<file path="src/rtl/rxcfg_pkg.sv">
package rxcfg_pkg;

  localparam int NUM_CMDS  = 2;
  localparam int NUM_CFG   = 6;
  localparam int NUM_STEPS = NUM_CMDS + NUM_CFG + 1;
  localparam int STEP_W    = $clog2(NUM_STEPS + 1);

  localparam logic [7:0] CMD_CHIP_RESET = 8'hA0;
  localparam logic [7:0] CMD_CLAMP_OFF  = 8'h20;

  typedef enum logic [2:0] {
    ST_IDLE,
    ST_PWRUP,
    ST_SETTLE,
    ST_ISSUE,
    ST_GAP,
    ST_READY,
    ST_PWRDN
  } seqState_t;

  typedef struct packed {
    logic latchProfile;
    logic clrTimer;
    logic runTimer;
    logic clrStep;
    logic incStep;
  } seqStrobe_t;

  // Configuration byte idx (0..NUM_CFG-1) of a profile
  function automatic logic [7:0] profileByte(input logic strength, input int idx);
    logic [7:0] b;
    b = 8'h00;
    if (!strength) begin
      if (idx == 0) b = 8'hA4;
      else if (idx == NUM_CFG - 1) b = 8'h9F;
    end else begin
      if (idx == 0) b = 8'hA8;
      else if (idx == 1) b = 8'h80;
      else if (idx == NUM_CFG - 1) b = 8'hD0;
    end
    return b;
  endfunction

endpackage

</file>
<file path="src/rtl/rxcfg_ctrl.sv">
module rxcfg_ctrl
  import rxcfg_pkg::*;
(
  input  logic       clk,
  input  logic       rstN,
  input  logic       startReq,
  input  logic       sleepReq,
  input  logic       pwrGood,
  input  logic       xferDone,
  input  logic       timerDone,
  input  logic       lastStep,
  output seqStrobe_t strobe,
  output logic       pwrEn,
  output logic       xferReq,
  output logic       ready
);

  seqState_t state, stateNext;

  always_ff @(posedge clk) begin
    if (!rstN) state <= ST_IDLE;
    else       state <= stateNext;
  end

  always_comb begin
    stateNext = state;
    strobe    = '0;
    if (sleepReq && state != ST_PWRDN) begin
      stateNext = ST_PWRDN;
    end else begin
      unique case (state)
        ST_IDLE, ST_READY: begin
          if (startReq) begin
            stateNext           = ST_PWRUP;
            strobe.latchProfile = 1'b1;
          end
        end
        ST_PWRUP: begin
          if (pwrGood) begin
            stateNext       = ST_SETTLE;
            strobe.clrTimer = 1'b1;
          end
        end
        ST_SETTLE: begin
          strobe.runTimer = 1'b1;
          if (timerDone) begin
            stateNext      = ST_ISSUE;
            strobe.clrStep = 1'b1;
          end
        end
        ST_ISSUE: begin
          if (xferDone) begin
            if (lastStep) begin
              stateNext = ST_READY;
            end else begin
              stateNext      = ST_GAP;
              strobe.incStep = 1'b1;
            end
          end
        end
        ST_GAP:   stateNext = ST_ISSUE;
        ST_PWRDN: if (!pwrGood) stateNext = ST_IDLE;
        default:  stateNext = ST_IDLE;
      endcase
    end
  end

  always_comb begin
    pwrEn   = (state == ST_PWRUP) || (state == ST_SETTLE) || (state == ST_ISSUE)
           || (state == ST_GAP)   || (state == ST_READY);
    xferReq = (state == ST_ISSUE);
    ready   = (state == ST_READY);
  end

endmodule

</file>
<file path="src/rtl/rxcfg_datapath.sv">
module rxcfg_datapath
  import rxcfg_pkg::*;
#(
  parameter int SETTLE_CYC = 500000
) (
  input  logic       clk,
  input  logic       rstN,
  input  seqStrobe_t strobe,
  input  logic       profileSel,
  output logic       timerDone,
  output logic       lastStep,
  output logic       xferIsCfg,
  output logic [3:0] xferAddr,
  output logic [7:0] xferByte
);

  localparam int TIMER_W = (SETTLE_CYC > 1) ? $clog2(SETTLE_CYC) : 1;
  localparam logic [TIMER_W-1:0] TIMER_LAST = TIMER_W'(SETTLE_CYC - 1);
  localparam logic [STEP_W-1:0]  STEP_LAST  = STEP_W'(NUM_STEPS - 1);
  localparam logic [STEP_W-1:0]  STEP_CFG0  = STEP_W'(NUM_CMDS);

  logic [TIMER_W-1:0] timerCnt;
  logic [STEP_W-1:0]  step;
  logic               profLatched;
  logic [7:0]         cfgByte [NUM_CFG];
  logic [7:0]         colCheck;

  always_ff @(posedge clk) begin
    if (!rstN) begin
      profLatched <= 1'b0;
    end else if (strobe.latchProfile) begin
      profLatched <= profileSel;
    end
  end

  always_ff @(posedge clk) begin
    if (!rstN || strobe.clrTimer) begin
      timerCnt <= '0;
    end else if (strobe.runTimer && !timerDone) begin
      timerCnt <= timerCnt + 1'b1;
    end
  end

  assign timerDone = (timerCnt == TIMER_LAST);

  always_ff @(posedge clk) begin
    if (!rstN || strobe.clrStep) begin
      step <= '0;
    end else if (strobe.incStep && step != STEP_LAST) begin
      step <= step + 1'b1;
    end
  end

  assign lastStep = (step == STEP_LAST);

  for (genvar g = 0; g < NUM_CFG; g++) begin : g_cfg
    assign cfgByte[g] = profileByte(profLatched, g);
  end

  always_comb begin
    logic [7:0] acc;
    acc = 8'h00;
    for (int i = 0; i < NUM_CFG; i++) acc = acc ^ cfgByte[i];
    colCheck = ~acc;
  end

  always_comb begin
    logic [STEP_W-1:0] cfgIdx;
    cfgIdx    = step - STEP_CFG0;
    xferIsCfg = (step >= STEP_CFG0);
    xferAddr  = xferIsCfg ? 4'(cfgIdx) : 4'h0;
    xferByte  = 8'h00;
    if (step == STEP_W'(0))              xferByte = CMD_CHIP_RESET;
    else if (step == STEP_W'(1))         xferByte = CMD_CLAMP_OFF;
    else if (step == STEP_LAST)          xferByte = colCheck;
    else begin
      for (int i = 0; i < NUM_CFG; i++) begin
        if (cfgIdx == STEP_W'(i)) xferByte = cfgByte[i];
      end
    end
  end

endmodule

</file>
<file path="src/rtl/rxcfg_sequencer.sv">
module rxcfg_sequencer
  import rxcfg_pkg::*;
#(
  parameter int CLK_HZ    = 50000000,
  parameter int SETTLE_MS = 10
) (
  input  logic       clk,
  input  logic       rstN,
  input  logic       startReq,
  input  logic       sleepReq,
  input  logic       profileSel,
  input  logic       pwrGood,
  output logic       pwrEn,
  output logic       xferReq,
  output logic       xferIsCfg,
  output logic [3:0] xferAddr,
  output logic [7:0] xferByte,
  input  logic       xferDone,
  output logic       ready
);

  localparam int SETTLE_CYC = (CLK_HZ / 1000) * SETTLE_MS;

  seqStrobe_t strobe;
  logic       timerDone;
  logic       lastStep;

  rxcfg_ctrl u_ctrl (
    .clk       (clk),
    .rstN      (rstN),
    .startReq  (startReq),
    .sleepReq  (sleepReq),
    .pwrGood   (pwrGood),
    .xferDone  (xferDone),
    .timerDone (timerDone),
    .lastStep  (lastStep),
    .strobe    (strobe),
    .pwrEn     (pwrEn),
    .xferReq   (xferReq),
    .ready     (ready)
  );

  rxcfg_datapath #(.SETTLE_CYC(SETTLE_CYC)) u_dp (
    .clk        (clk),
    .rstN       (rstN),
    .strobe     (strobe),
    .profileSel (profileSel),
    .timerDone  (timerDone),
    .lastStep   (lastStep),
    .xferIsCfg  (xferIsCfg),
    .xferAddr   (xferAddr),
    .xferByte   (xferByte)
  );

endmodule

</file>
<file path="config.mk">
export PLATFORM = sky130hd
export DESIGN_NAME = rxcfg_sequencer
export DESIGN_NICKNAME = d
export VERILOG_FILES = /design/src/rtl/rxcfg_pkg.sv /design/src/rtl/rxcfg_ctrl.sv /design/src/rtl/rxcfg_datapath.sv /design/src/rtl/rxcfg_sequencer.sv
export SDC_FILE = /design/constraint.sdc
export NUM_CORES = 1
export LEC_CHECK = 0
export ABC_AREA = 1
export BUFFER_PORTS_ARGS = -buffer_cell sky130_fd_sc_hd__buf_2
export CORE_ASPECT_RATIO = 2
export CORE_UTILIZATION = 45
export DETAILED_ROUTE_END_ITERATION = 8
export GPL_TIMING_DRIVEN = 0
export PLACE_DENSITY = 0.75
export SLEW_MARGIN = 0
export SYNTH_ARGS = -nofsm -noshare
export SYNTH_HDL_FRONTEND = slang
export SYNTH_SLANG_ARGS = --single-unit
export TNS_END_PERCENT = 10
</file>
<file path="constraint.sdc">
create_clock -name clk -period 3.9 [get_ports clk]
set_input_delay 0 -clock clk [delete_from_list [all_inputs] [get_ports clk]]
set_output_delay 0 -clock clk [all_outputs]
set_load 0.02 [all_outputs]
</file>
=== After elaboration in Yosys (flattened, before gate mapping) ===
Index checks and enable logic that the tools add are counted.

* Bitwise operators: 4
* Multiplexer cells: 31
* Eq/ne operators: 26
* Add/sub/neg operators: 3
* $lt $le $gt $ge: 1
* Reductions and logical operators: 18

{| class="wikitable"
|+ Operators by type and width
! kind !! number
|-
| 8-bit two-way mux || 10
|-
| 19-bit by 1-bit adder with 19-bit output, second input constant || 1
|-
| 19-bit == test, second input constant || 1
|-
| 3-bit two-way mux || 6
|-
| 3-bit case mux with 6 select lines || 1
|-
| 8-bit XOR || 2
|-
| 5-bit AND reduction || 2
|-
| 3-bit == test, second input constant || 3
|-
| 1-bit two-way mux || 9
|-
| 3-bit by 2-bit inequality test with 1-bit output, second input constant || 3
|-
| 4-bit by 1-bit == test with 1-bit output, second input constant || 2
|-
| 4-bit by 2-bit == test with 1-bit output, second input constant || 2
|-
| 4-bit by 3-bit == test with 1-bit output, second input constant || 2
|-
| 4-bit zero test || 2
|-
| 4-bit two-way mux || 2
|-
| 8-bit NOT || 1
|-
| 7-bit two-way mux || 1
|-
| 3-bit by 2-bit == test with 1-bit output, second input constant || 2
|-
| 1-bit logical OR || 6
|-
| 2-bit inequality test, second input constant || 3
|-
| 3-bit by 1-bit inequality test with 1-bit output, second input constant || 2
|-
| 5-bit two-way mux || 1
|-
| 4-bit by 1-bit adder with 4-bit output, second input constant || 1
|-
| 4-bit == test, second input constant || 1
|-
| other kinds (12) || 17
|}

* Output and inout bits: 16
* Flip-flop bits (word level): 27
* Input bits: 7

=== Longest topological paths before layout ===
* Word-level depth: 11
* Gate-level depth with buffers: 11
* Depth with buffers taken out: 10

=== Modules after synthesis ===
From an unflattened synthesis, not the netlist that was laid out.

* Cell total of the unflattened synthesis: 328
* Area, all modules: 2,062.0 um^2

{| class="wikitable"
|+ By module, submodules not included
! module !! area each (um^2) !! cells each !! instances !! sequential area each (um^2)
|-
| rxcfg_datapath || 1,672.9 || 265 || 1 || 480.5
|-
| rxcfg_ctrl || 389.1 || 63 || 1 || 60.1
|}

=== Worst setup path before layout ===
No wires, ideal clock.

* Path kind: register to output
* Start point: reg u_dp.step[1]
* End point: out xferByte[1]
* Path slack: 2.124 ns
* Cell stages (with the launch flop): 12
* Path buffers: 1
* Arrival time: 1.776 ns
* Cells stage by stage: dfxtp_1 inv_1 ha_1 xor2_1 nor2_1 nand2_1 inv_1 nand2_1 nand2_1 nand2_1 nor2_1 buf_4

* Word-level cells in the longest chain between the ends: 11
* Elaborated cells on any way between the ends: 19

{| class="wikitable"
|+ RTL lines
! element !! RTL line !! text
|-
| start: declaration || rxcfg_datapath.sv:23 || <nowiki>logic [STEP_W-1:0] step;</nowiki>
|-
| start signal: assignment || rxcfg_datapath.sv:50 || <nowiki>step <= step + 1'b1;</nowiki>
|-
| 4-bit by 2-bit subtractor with 4-bit output || rxcfg_datapath.sv:69 || <nowiki>cfgIdx = step - STEP_CFG0;</nowiki>
|-
| 4-bit zero test || rxcfg_datapath.sv:78 || <nowiki>if (cfgIdx == STEP_W'(i)) xferByte = cfgByte[i];</nowiki>
|-
| 8-bit two-way mux (6 in a row) || rxcfg_datapath.sv:78 ||
|-
| 8-bit two-way mux || rxcfg_datapath.sv:75 || <nowiki>else if (step == STEP_LAST) xferByte = colCheck;</nowiki>
|-
| 8-bit two-way mux || rxcfg_datapath.sv:74 || <nowiki>else if (step == STEP_W'(1)) xferByte = CMD_CLAMP_OFF;</nowiki>
|-
| 8-bit two-way mux * || rxcfg_datapath.sv:73 || <nowiki>if (step == STEP_W'(0)) xferByte = CMD_CHIP_RESET;</nowiki>
|-
| end: declaration || rxcfg_sequencer.sv:17 || <nowiki>output logic [7:0] xferByte,</nowiki>
|}

Every way passes the cells marked *; elsewhere a longest branch is shown, timed or not.

=== Worst setup path after layout ===
Same ends and word-level chain as after synthesis.

==> reports/metrics.yaml <==
synth-edff-count: 0
max_slew.worst_pin.slew_ns: 0.492
globalplace.congestion: 0.946
leading_cell_types_in_the_layout_fill_and_taps_excluded: "nand2_1, nor2_1, inv_1"
mostFrequentLayoutCell: "nand2_1"
dominantRegCellSynth: "dfxtp_1"
seq_area_sq_um: 541
crit_path_cell_trace: "inv_1 > ha_1 > xor2_1 > nor2_1 > nand2_1 > inv_1 > nand2_1 > nand2_1 > nand2_1 > nor2_1 > buf_4 > buf_2"
grt_max_degree: 15
crit_family: "simple AND/OR/NAND/NOR gates"
detail_route.drc_violations: 0
hold_path_startpoint: "rstN"
ratio_of_cells_with_drive_above_1_in_the_final_layout: 0.141
depth_of_the_worst_register_to_register_path: 10
status: "complete, no violations"
clock_sink_count: 27
place.detailed.hpwl_mm: 4.07
worst-path-max-fanout: 6
synthesis.nets: 349
yosysSeqAreaShare: 0.261
max-slew-margin-rel: 0.668
first_global_vias: 2098
power.density_nw_per_um2: 352
timing.critical_path.to_type: "primary output"
route.vias.total: 2163
global_route.usage.total: 0.226
slew_violations: 0
global_route_wire_length_before_repair_mm: 8.71
postSynthCellCount: 335
synth.lib_cells_used.distinct: 29
netlist_top_cells_area: "dfxtp_1, nand2_1, nor2_1"
synth_top_area_frac: 0.261
core_sq_um: 4380
initial_core_util: 0.472
drt-total-wl_mm: 5.06
cp_slowest_cell: "dfxtp_1"
tritonroute_pass_1_iters: 4
yosysTopAreaCell: "dfxtp_1"
finish.cell_count_without_fillers: 416
worst_setup_path_start_kind: "register"
clkSlewWorstSetupHoldPaths_ns: 0.09
critical_path.reg2reg.endpoint: "u_dp.step[3]"
detail-route-antenna-nets: 0
dieArea_sq_um: 4890
syn_area_sq_um: 2070
fin_setup_tns_ns: 0
min_path_cells: 3
number_of_top_level_pins: 23
p_leak_nw: 1.00
combined_area_of_the_multi_input_logic_cells_sq_um: 1320
r2r_slack_ns: 1.91
finish.net_count: 377
synth.yosys.warnings: 0
io_buffer_count: 22
timing.final.crit_share: 0.563
critical_path.most_common_cell: "nand2_1"
irDropWorstVdd_mv: 0.229
grt_setup_unrepaired: "no"
num_rows: 34
dpl-instance-area_sq_um: 2250
clock_tree_from_tritoncts: "done"
grt-ovfl-total: 0
setup-violations-final: 0
regToRegStartpoint: "u_dp.step[1]"
numPlacedInstances: 411
fin_hold_ws_ns: 0.00423
floorplan.die.height_um: 97.9
cap_viol_max_count: 0
hold_viol_final: 0
worstPathRequired_ns: 3.90
initial_antenna_violation_count: 0
floorplan.die.width_um: 50.0
min_period_ns: 2.20
drt-wirelength-per-cell_um: 12.2
via_density_per_instance: 5.20
cts_post_setup_buffers_inserted: 0
layout-area-overhead-vs-synth_pct: 11.2
post_synth.cell_area_avg_sq_um: 6.18
worstSkewPairLatency_ns: 0.27
ys_ff_latch: 27
max_stage_delay_ns: 0.45
maximum_clock_rate_mhz: 455
clock_tree.htree_level_count: 1
setup_skew_after_layout_ns: 0.00429
fraction_of_synthesis_flops_using_an_asynchronous_set_or_reset_pin: 0
worstHoldEndpoint: "u_ctrl.state[2]"
max-clock-path-buffers: 2
final_area_sq_um: 2300
arrival_ns: 2.20
filler_cell_count: 484
hold_class: "input pin to register"
insertedDiodeCount: 0
timing.critical_path.buf_inv: 4
critPathKind: "register to primary output"
cts_buffers: 3
first_iter_violations: 45
cts_root_buf: "clkbuf_8"
logic make-up after synthesis:
kind of cell,Yosys count,synth area share
AO/OA/AOI/OAI,33,0.0949
flip-flops,27,0.261
AND/OR/NAND/NOR,207,0.436
buffers and inverters,46,0.102
adder cells (fa/ha/maj),7,0.0423
XOR/XNOR,15,0.0635
power breakdown:
| part | internal [W] | total (W) | switching, W |
|---|---|---|---|
| combinational | 0.000116 | 0.000333 | 0.000216 |
| sequential | 0.000296 | 0.000317 | 0.0000207 |
| clock | 0.0000732 | 0.000160 | 0.0000866 |
| total | 0.000486 | 0.000810 | 0.000324 |
Yosys cell counts, types with 2 or more instances:
master,count
nand2_1,97
nor2_1,58
inv_1,34
dfxtp_1,27
nand3_1,27
a21oi_1,20
xor2_1,12
ha_1,7
nor3_1,7
a21oi_2,6
nand4_1,6
inv_2,5
nand3b_1,4
buf_2,3
o21ai_0,3
xnor2_1,3
buf_4,2
nand2_2,2
o21a_1,2
worst min-delay path, cell delays in order:
cell and delay [ns]:
buf_2 0.14, nand2_1 0.07, nor2_1 0.03
worst max-delay path by stage:
| stage | cells past startpoint | startpoint | end | slack [ns] |
|---|---|---|---|---|
| after detailed placement | 10 | u_dp.step[1] | u_dp.step[3] | 1.89 |
| final | 12 | u_dp.step[1] | xferByte[1] | 1.70 |
| after floorplan | 11 | u_dp.step[1] | xferByte[1] | 2.12 |
| after global placement | 10 | u_dp.step[1] | u_dp.step[3] | 1.98 |
| after global routing | 12 | u_dp.step[1] | xferByte[1] | 1.44 |
| after CTS | 12 | u_dp.step[1] | xferByte[1] | 1.73 |
layer usage:
layer / global-route usage / routed length, um / vias up
met1: 0.206 / 1850 / 980
met2: 0.457 / 2950 / 47
met5: 0 / 0 / -
met4: 0.121 / 174 / 0
li1: - / - / 1121
met3: 0.0156 / 89 / 15
sequential cells by signal (all words and copies together) (netlist names):
signal / count
u_ctrl.state: 3
u_dp.profLatched: 1
u_dp.timerCnt: 19
u_dp.step: 4
cell type report:
| cell class | count | share of cell area |
|---|---|---|
| multi-input cells | 262 | 0.572 |
| flip-flops and latches | 27 | 0.235 |
| inverters | 39 | 0.0636 |
| repair buffers | 23 | 0.0522 |
| well taps | 54 | 0.0293 |
| plain buffers | 7 | 0.0283 |
| clock buffers | 4 | 0.0196 |
timing repair:
action                    CTS  global route
resized for setup           0             0
hold endpoints to repair    1             0
hold buffers                1             0
stage by stage:
stage | worst slack (ns) | util | total power [W]
floorplan | 2.12 | - | 0.000578
global placement | 1.98 | 0.513 | 0.000652
detailed placement | 1.89 | 0.513 | 0.000653
CTS | 1.73 | 0.525 | 0.000816
global route | 1.44 | 0.525 | 0.000876
finish | 1.70 | 0.525 | 0.000810
Note: power is estimated with default switching activity, not from simulation.
